## config.mk

```make
export PLATFORM = sky130hd
export DESIGN_NAME = slp_ctrl
export DESIGN_NICKNAME = d
export VERILOG_FILES = /design/src/rtl/slp_pkg.sv /design/src/rtl/slp_wake_qual.sv /design/src/rtl/slp_seq.sv /design/src/rtl/slp_gate.sv /design/src/rtl/slp_ctrl.sv
export SDC_FILE = /design/constraint.sdc
export NUM_CORES = 1
export LEC_CHECK = 0
export BUFFER_PORTS_ARGS = -buffer_cell sky130_fd_sc_hd__buf_2
export CORE_MARGIN = 5
export CORE_UTILIZATION = 39
export DETAILED_ROUTE_END_ITERATION = 16
export GPL_ROUTABILITY_DRIVEN = 0
export PLACE_DENSITY_LB_ADDON = 0.12
export SYNTH_ARGS = -nofsm -noshare
export SYNTH_HDL_FRONTEND = slang
export SYNTH_SLANG_ARGS = --single-unit
export TNS_END_PERCENT = 50
```

## constraint.sdc

```tcl
create_clock -name clk -period 2.6 [get_ports clk]
set_clock_uncertainty 0.05 [all_clocks]
set_input_delay 0 -clock clk [delete_from_list [all_inputs] [get_ports clk]]
set_output_delay 0 -clock clk [all_outputs]
set_load 0.02 [all_outputs]
```

## src/rtl/slp_pkg.sv

```systemverilog
package slp_pkg;

    typedef enum logic [2:0] {
        ST_ACT    = 3'd0,
        ST_IDLE   = 3'd1,
        ST_SBWAIT = 3'd2,
        ST_STBY   = 3'd3,
        ST_WREG   = 3'd4,
        ST_WMCLK  = 3'd5,
        ST_OFF    = 3'd6
    } slp_state_e;

    localparam logic [1:0] CFG_ACT  = 2'b00;
    localparam logic [1:0] CFG_IDLE = 2'b01;
    localparam logic [1:0] CFG_STBY = 2'b10;
    localparam logic [1:0] CFG_OFF  = 2'b11;

    localparam logic [1:0] NVM_ON  = 2'b00;
    localparam logic [1:0] NVM_ULP = 2'b01;
    localparam logic [1:0] NVM_OFF = 2'b10;

    typedef struct packed {
        slp_state_e state;
    } seq_reg_t;

endpackage

```

## src/rtl/slp_wake_qual.sv

```systemverilog
module slp_wake_qual #(
    parameter int NPERIPH = 4
) (
    input  logic [NPERIPH-1:0] sync_irq_i,
    input  logic               async_irq_i,
    input  logic [NPERIPH-1:0] runstdby_i,
    input  logic [NPERIPH-1:0] clkreq_i,
    output logic               wake_light_o,
    output logic               wake_deep_o,
    output logic               sleepwalk_o
);
    logic [NPERIPH-1:0] deep_src;

    for (genvar i = 0; i < NPERIPH; i++) begin : g_src
        assign deep_src[i] = sync_irq_i[i] & runstdby_i[i];
    end

    always_comb begin
        wake_light_o = async_irq_i | (|sync_irq_i);
        wake_deep_o  = async_irq_i | (|deep_src);
        sleepwalk_o  = |clkreq_i;
    end
endmodule

```

## src/rtl/slp_seq.sv

```systemverilog
module slp_seq
    import slp_pkg::*;
(
    input  logic       clk,
    input  logic       rst_n,
    input  logic       wfi_i,
    input  logic [1:0] cfg_i,
    input  logic       ext_rst_i,
    input  logic       ref_rdy_i,
    input  logic       wake_light_i,
    input  logic       wake_deep_i,
    input  logic       vreg_rdy_i,
    input  logic       mclk_rdy_i,
    output slp_state_e state_o
);
    seq_reg_t seq_d, seq_q;

    always_comb begin
        seq_d = seq_q;
        case (seq_q.state)
            ST_ACT: begin
                if (wfi_i && !wake_light_i) begin
                    case (cfg_i)
                        CFG_IDLE: seq_d.state = ST_IDLE;
                        CFG_STBY: seq_d.state = ref_rdy_i ? ST_STBY : ST_SBWAIT;
                        CFG_OFF:  seq_d.state = ST_OFF;
                        default:  seq_d.state = ST_ACT;
                    endcase
                end
            end
            ST_IDLE: begin
                if (wake_light_i) seq_d.state = ST_ACT;
            end
            ST_SBWAIT: begin
                if (wake_light_i)   seq_d.state = ST_ACT;
                else if (ref_rdy_i) seq_d.state = ST_STBY;
            end
            ST_STBY: begin
                if (wake_deep_i) seq_d.state = ST_WREG;
            end
            ST_WREG: begin
                if (vreg_rdy_i) seq_d.state = ST_WMCLK;
            end
            ST_WMCLK: begin
                if (mclk_rdy_i) seq_d.state = ST_ACT;
            end
            ST_OFF: seq_d.state = ST_OFF;
            default: seq_d.state = ST_ACT;
        endcase
        if (ext_rst_i) seq_d.state = ST_ACT;
    end

    always_ff @(posedge clk or negedge rst_n) begin
        if (!rst_n) seq_q <= '{state: ST_ACT};
        else        seq_q <= seq_d;
    end

    assign state_o = seq_q.state;
endmodule

```

## src/rtl/slp_gate.sv

```systemverilog
module slp_gate
    import slp_pkg::*;
#(
    parameter int NGCLK = 4,
    parameter int NOSC  = 2
) (
    input  slp_state_e       state_i,
    input  logic             sleepwalk_i,
    input  logic [NGCLK-1:0] gclk_req_i,
    input  logic [NOSC-1:0]  osc_req_i,
    input  logic [NOSC-1:0]  osc_rs_i,
    input  logic             pll_en_i,
    input  logic             pll_rs_i,
    output logic             cpu_clk_en_o,
    output logic             bus_clk_en_o,
    output logic [NGCLK-1:0] gclk_en_o,
    output logic             mclk_en_o,
    output logic [NOSC-1:0]  osc_en_o,
    output logic             pllreg_on_o,
    output logic             vreg_lp_o,
    output logic             vreg_on_o,
    output logic [1:0]       nvm_state_o
);
    logic deep;
    logic off;
    logic [NOSC-1:0] osc_deep;

    assign deep = (state_i == ST_STBY) || (state_i == ST_WREG) || (state_i == ST_WMCLK);
    assign off  = (state_i == ST_OFF);

    for (genvar i = 0; i < NOSC; i++) begin : g_osc
        assign osc_deep[i] = osc_req_i[i] | osc_rs_i[i];
        assign osc_en_o[i] = off  ? 1'b0 :
                             deep ? osc_deep[i] : osc_req_i[i];
    end

    always_comb begin
        cpu_clk_en_o = (state_i == ST_ACT);
        bus_clk_en_o = (state_i == ST_ACT) || (!off && sleepwalk_i);
        mclk_en_o    = (state_i == ST_ACT) || (state_i == ST_IDLE) ||
                       (state_i == ST_SBWAIT) || (state_i == ST_WMCLK);
        if (off)
            gclk_en_o = '0;
        else if (deep)
            gclk_en_o = sleepwalk_i ? gclk_req_i : '0;
        else
            gclk_en_o = gclk_req_i;
        if (off)
            pllreg_on_o = 1'b0;
        else if (deep)
            pllreg_on_o = pll_en_i & (pll_rs_i | sleepwalk_i);
        else
            pllreg_on_o = pll_en_i;
        vreg_lp_o = (state_i == ST_STBY);
        vreg_on_o = !off;
        if (off)                     nvm_state_o = NVM_OFF;
        else if (state_i == ST_STBY) nvm_state_o = NVM_ULP;
        else                         nvm_state_o = NVM_ON;
    end
endmodule

```

## src/rtl/slp_ctrl.sv

```systemverilog
module slp_ctrl
    import slp_pkg::*;
#(
    parameter int NPERIPH = 4,
    parameter int NGCLK   = 4,
    parameter int NOSC    = 2
) (
    input  logic               clk,
    input  logic               rst_n,
    input  logic               wfi_pulse,
    input  logic [1:0]         sleep_cfg,
    input  logic               ext_rst,
    input  logic               ref_rdy,
    input  logic [NPERIPH-1:0] sync_irq,
    input  logic               async_irq,
    input  logic [NPERIPH-1:0] periph_runstdby,
    input  logic [NPERIPH-1:0] periph_clkreq,
    input  logic [NGCLK-1:0]   gclk_req,
    input  logic [NOSC-1:0]    osc_req,
    input  logic [NOSC-1:0]    osc_runstdby,
    input  logic               pllreg_en,
    input  logic               pllreg_runstdby,
    input  logic               vreg_full_rdy,
    input  logic               mclk_rdy,
    output logic               cpu_clk_en,
    output logic               bus_clk_en,
    output logic [NGCLK-1:0]   gclk_en,
    output logic               mclk_en,
    output logic [NOSC-1:0]    osc_en,
    output logic               pllreg_on,
    output logic               vreg_lp,
    output logic               vreg_on,
    output logic [1:0]         nvm_state
);
    logic       wake_light;
    logic       wake_deep;
    logic       sleepwalk;
    slp_state_e state;

    slp_wake_qual #(.NPERIPH(NPERIPH)) u_wake (
        .sync_irq_i   (sync_irq),
        .async_irq_i  (async_irq),
        .runstdby_i   (periph_runstdby),
        .clkreq_i     (periph_clkreq),
        .wake_light_o (wake_light),
        .wake_deep_o  (wake_deep),
        .sleepwalk_o  (sleepwalk)
    );

    slp_seq u_seq (
        .clk          (clk),
        .rst_n        (rst_n),
        .wfi_i        (wfi_pulse),
        .cfg_i        (sleep_cfg),
        .ext_rst_i    (ext_rst),
        .ref_rdy_i    (ref_rdy),
        .wake_light_i (wake_light),
        .wake_deep_i  (wake_deep),
        .vreg_rdy_i   (vreg_full_rdy),
        .mclk_rdy_i   (mclk_rdy),
        .state_o      (state)
    );

    slp_gate #(.NGCLK(NGCLK), .NOSC(NOSC)) u_gate (
        .state_i      (state),
        .sleepwalk_i  (sleepwalk),
        .gclk_req_i   (gclk_req),
        .osc_req_i    (osc_req),
        .osc_rs_i     (osc_runstdby),
        .pll_en_i     (pllreg_en),
        .pll_rs_i     (pllreg_runstdby),
        .cpu_clk_en_o (cpu_clk_en),
        .bus_clk_en_o (bus_clk_en),
        .gclk_en_o    (gclk_en),
        .mclk_en_o    (mclk_en),
        .osc_en_o     (osc_en),
        .pllreg_on_o  (pllreg_on),
        .vreg_lp_o    (vreg_lp),
        .vreg_on_o    (vreg_on),
        .nvm_state_o  (nvm_state)
    );
endmodule

```

After elaboration in Yosys (flattened, before gate mapping) --
Cells that the tools add are included. W data, S select, Z words.
Storage, ports and cells: register bits after elaboration 3, input port bits 32, word-level logic and storage cells 63
Operators by class: eq/ne operators 15, muxes and demuxes 22, bitwise operators 10, reductions and logical operators 15
Operators with widths (count):
- $mux W3 | 8
- $pmux W3 S7 | 1
- $mux W4 | 3
- $reduce_or A4 Y1 | 3
- $eq A3 B3 Y1 const B | 3
- $ne A3 B3 Y1 const B | 3
- $pmux W3 S3 | 1
- $mux W1 | 8
- $eq A3 B2 Y1 const B | 2
- $logic_or A1 B1 Y1 | 6
- $ne A3 B2 Y1 const B | 2
- $reduce_and A6 Y1 | 1
- $and A1 B1 Y1 | 5
- $or A1 B1 Y1 | 5
- $eq A2 B2 Y1 const B | 2
- $ne A4 B4 Y1 const B | 1
- $eq A3 B1 Y1 const B | 1
- $logic_not A3 Y1 | 1
- $eq A2 B1 Y1 const B | 1
- $logic_and A1 B1 Y1 | 2
- $logic_not A1 Y1 | 2
- $mux W2 | 1

Longest topological paths before layout --
depth in word-level cells 7, gate-level depth with buffers 5, depth with buffers taken out 4

Hierarchy --
Synthesis repeated with hierarchy kept, for this count alone.
Unflattened totals: cell total of the unflattened synthesis 77, area, all modules 543.0 um^2
Modules (own cells, without submodules):
- slp_seq | instances 1, cells an instance 34, area each 294.0 um^2, sequential area each 75.1 um^2
- slp_gate | instances 1, cells an instance 36, area each 210.2 um^2, sequential area each 0.0 um^2
- slp_wake_qual | instances 1, cells an instance 7, area each 38.8 um^2, sequential area each 0.0 um^2

Worst setup path before layout --
OpenSTA, ideal clock, no wires.
path kind register to register, start register u_seq.seq_q, in the netlist u_seq.state_o[2], end register u_seq.seq_q, in the netlist u_seq.state_o[0], setup time 80 ps, arrival 1667 ps, required time 2470 ps, setup slack 804 ps, cell stages (with the launch flop) 6, path buffers 1, period minus slack after synthesis 1796 ps, cells stage by stage dfrtp_1 > clkbuf_1 > nor3_1 > o21ai_0 > nand4_1 > mux2i_1
Between the ends: word-level cells in the longest chain between the ends 3, elaborated cells between the ends (all ways) 16, those cells by class eq/ne (12); mux (2); reduce/logical (2)
RTL lines:
- start: declaration | RTL line slp_seq.sv:16 | seq_reg_t seq_d, seq_q;
- start signal: assignment | RTL line slp_seq.sv:54 | if (!rst_n) seq_q <= '{state: ST_ACT};
- start signal: assignment | RTL line slp_seq.sv:55 | else seq_q <= seq_d;
- $logic_not A3 Y1 (*)
- named net cpu_clk_en | RTL line slp_ctrl.sv:25 | output logic cpu_clk_en,
- $ne A3 B2 Y1 (no source line) / $pmux W3 S7 (equally long branches)
- $reduce_and A6 Y1 (no source line) / $mux W3 (equally long branches)
The timed path passes the listed nets; every way through them passes the cells marked *. A chain may end at the register's enable or synchronous reset.

Worst setup path in the final report --
start register u_seq.seq_q, in the netlist u_seq.state_o[1], end register u_seq.seq_q, in the netlist u_seq.state_o[0]
Between the ends: word-level cells in the longest chain between the ends 3, elaborated cells between the ends (all ways) 16, those cells by class eq/ne (12); mux (2); reduce/logical (2)
RTL lines:
- $eq A3 B2 Y1 (tied with other cells) | RTL line slp_seq.sv:20 | case (seq_q.state)
- $ne A4 B4 Y1 (no source line) (tied with other cells)
- $reduce_and A6 Y1 (no source line) / $mux W3 (equally long branches)
Parallel ways exist; a longest one is shown, timed or not.

==> flow_metrics.env <==
export IMPL_clk_latency_ns=0.24
export IMPL_syn_avg_cell_area_um2=7.33
export IMPL_ys_seq_area_frac=0.144
export IMPL_cp_required_ns=2.70
export IMPL_ant_nets=0
export IMPL_io_buffers=45
export IMPL_ys_warn_count=0
export IMPL_num_vias=716
export IMPL_antenna_cells=0
export IMPL_min_path_type="in -> async"
export IMPL_core_um2=1280
export IMPL_synth_cell_types=36
export IMPL_drt_iter0_drc=27
export IMPL_tightest_slew_ns=0.446
export IMPL_grt_pass1_vias=679
export IMPL_hpwlAfterDp_um=1280
export IMPL_drv_cap=0
export IMPL_setup_tns_final_ns=0
export IMPL_post_cts_resized=0
export IMPL_synth_main_ff_cell="dfrtp_1"
export IMPL_status="complete, no violations"
export IMPL_grt_pass1_wl_um=2680
export IMPL_synth_top_area_cell="dfrtp_1"
export IMPL_start_util=0.405
export IMPL_setup_viol=0
export IMPL_arrival_ns=2.04
export IMPL_ir_drop_v=0.000162
export IMPL_cts_made_buffers=3
export IMPL_path_max_fanout=18
export IMPL_clockBufferDepth=2
export IMPL_critPathKind="reg -> reg"
export IMPL_crit_path_start_kind="flop"
export IMPL_rsz0062_at_grt="no"
export IMPL_fmax_mhz=517
export IMPL_leakage_nw=0.384
export IMPL_fin_crit_ns=1.93
export IMPL_place_ws_ns=0.700
export IMPL_synth_top_cell_area_share=0.144
export IMPL_cts_setup_buffers=0
export IMPL_clk_pin_slew_ns=0.04
export IMPL_async_flop_share=1.00
export IMPL_power_density_nw_per_um2=270
export IMPL_fillCellCount=130
export IMPL_totalWireLength_um=1570
export IMPL_report_final_slew_viol_count=0
export IMPL_end_kind="flop"
export IMPL_root_buffer="clkbuf_4"
export IMPL_die_x_um=46.5
export IMPL_fin_total_pwr_mw=0.208
export IMPL_multi_input_area_um2=404
export IMPL_layout_nets=150
export IMPL_synthesis_nets=103
export IMPL_r2r_end="u_seq.state_o[0]"
export IMPL_dr_pass1_iters=6
export IMPL_h_tree_depth=1
export IMPL_maxSlewHeadroom=0.702
export IMPL_fin_ws_ns=0.667
export IMPL_die_area_um2=2170
export IMPL_synth_area_leaders="dfrtp_1 (14%), a21oi_1 (8.7%), and2_1 (6.0%), mux2i_1 (5.8%), nand2b_1 (4.8%)"
export IMPL_r2r_cells=4
export IMPL_regToRegSetupSlack_ns=0.67
export IMPL_antenna_found_initial=0
export IMPL_cts_tree="done"
export IMPL_drive_above_1_share=0.462
export IMPL_min_period_over_period=0.743
export IMPL_syn_area_um2=520
export IMPL_grt_max_degree=19
export IMPL_regArea_um2=75.1
export IMPL_routedWlPerCell_um=11.9
export IMPL_ys_ff_latch=3
export IMPL_synth_cells=71
export IMPL_io_pins=46
export IMPL_num_rows=13
export IMPL_drc=0
export IMPL_ctsHoldBuffers=1
export IMPL_viasPerCell=5.42
export IMPL_die_height_um=46.5
export IMPL_synth_edf_count=0
export IMPL_clock_sinks=3
export IMPL_grt_overflow=0
export IMPL_r2r_start="u_seq.state_o[1]"
export IMPL_grt_usage=0.174
export IMPL_hold_violations=0
export IMPL_area_growth_pct=48.1
export IMPL_largest_reg_flops=3
## synthesized netlist by cell type, types with 2 or more instances
master and n:
mux2i_1 3, inv_1 3, or4_1 2, nand3b_1 2, nand2b_1 4, and2_1 5, and3b_1 2, nor2_1 3
o22ai_1 3, o21ai_0 4, buf_4 2, nand2_1 3, nor3_1 2, a21oi_1 9, dfrtp_1 3
## layout by cell type (no fill, tap or decap), types with 2 or more instances in the layout
master / instances
nand2b_1: 4
inv_1: 3
clkbuf_4: 3
buf_2: 45
nand2_1: 3
o21ai_0: 4
a21oi_1: 9
nand3b_1: 2
nor3_1: 2
and3b_1: 2
o22ai_1: 3
mux2i_1: 3
dfrtp_1: 3
or4_1: 2
nor2_1: 3
and2_1: 5
## per-layer routing
metal / wire [µm] / GRT usage
met5: 0 / 0
met4: 53 / 0.136
met3: 130 / 0.0195
met2: 786 / 0.283
met1: 602 / 0.203
## area by class of cell
class / count / share of cell area
repair buffers: 46 / 0.305
flip-flops and latches: 3 / 0.0974
well taps: 15 / 0.0244
clock buffers: 4 / 0.0341
inverters: 3 / 0.0146
multi-input cells: 61 / 0.524
## critical path, cell delays in order (launching register included)
cell,delay (ns)
dfrtp_1,0.61
or3b_1,0.39
a2111o_1,0.40
nand4_1,0.18
mux2i_1,0.22
## logic make-up after synthesis
family,count (synthesis),share of synthesized area
and+or+nand+nor,34,0.418
AOI/OAI and AO/OA,23,0.279
buffers and inverters,7,0.0793
muxes,4,0.0793
DFF,3,0.144
## worst max path at each step
| stage | depth (start not counted) | slack [ns] | end | start |
|---|---|---|---|---|
| floorplan | 5 | 0.80 | u_seq.state_o[0] | u_seq.state_o[2] |
| finish | 4 | 0.67 | u_seq.state_o[0] | u_seq.state_o[1] |
| detailed placement | 4 | 0.70 | u_seq.state_o[2] | u_seq.state_o[1] |
| global route | 4 | 0.56 | u_seq.state_o[0] | u_seq.state_o[1] |
| global placement | 4 | 0.74 | u_seq.state_o[2] | u_seq.state_o[1] |
| CTS | 4 | 0.67 | u_seq.state_o[0] | u_seq.state_o[1] |
## report_power, final
group	switching, mW	total [mW]	internal [mW]
Clock	0.0261	0.0838	0.0576
Combinational	0.0344	0.0727	0.0383
Sequential	0.00375	0.0517	0.0479
## per-stage QoR
step / std cells / hold slack, ns / instance area (µm²) / utilization
after floorplan: 71 / -0.346 / 520 / -
after global placement: 127 / -0.254 / 734 / 0.572
after detailed placement: 127 / -0.254 / 734 / 0.572
after CTS: 132 / 0.0313 / 771 / 0.600
after global routing: 132 / 0.0429 / 771 / 0.600
final: 132 / 0.0341 / 771 / 0.600
No activity file was read; power rests on OpenSTA's default activity.
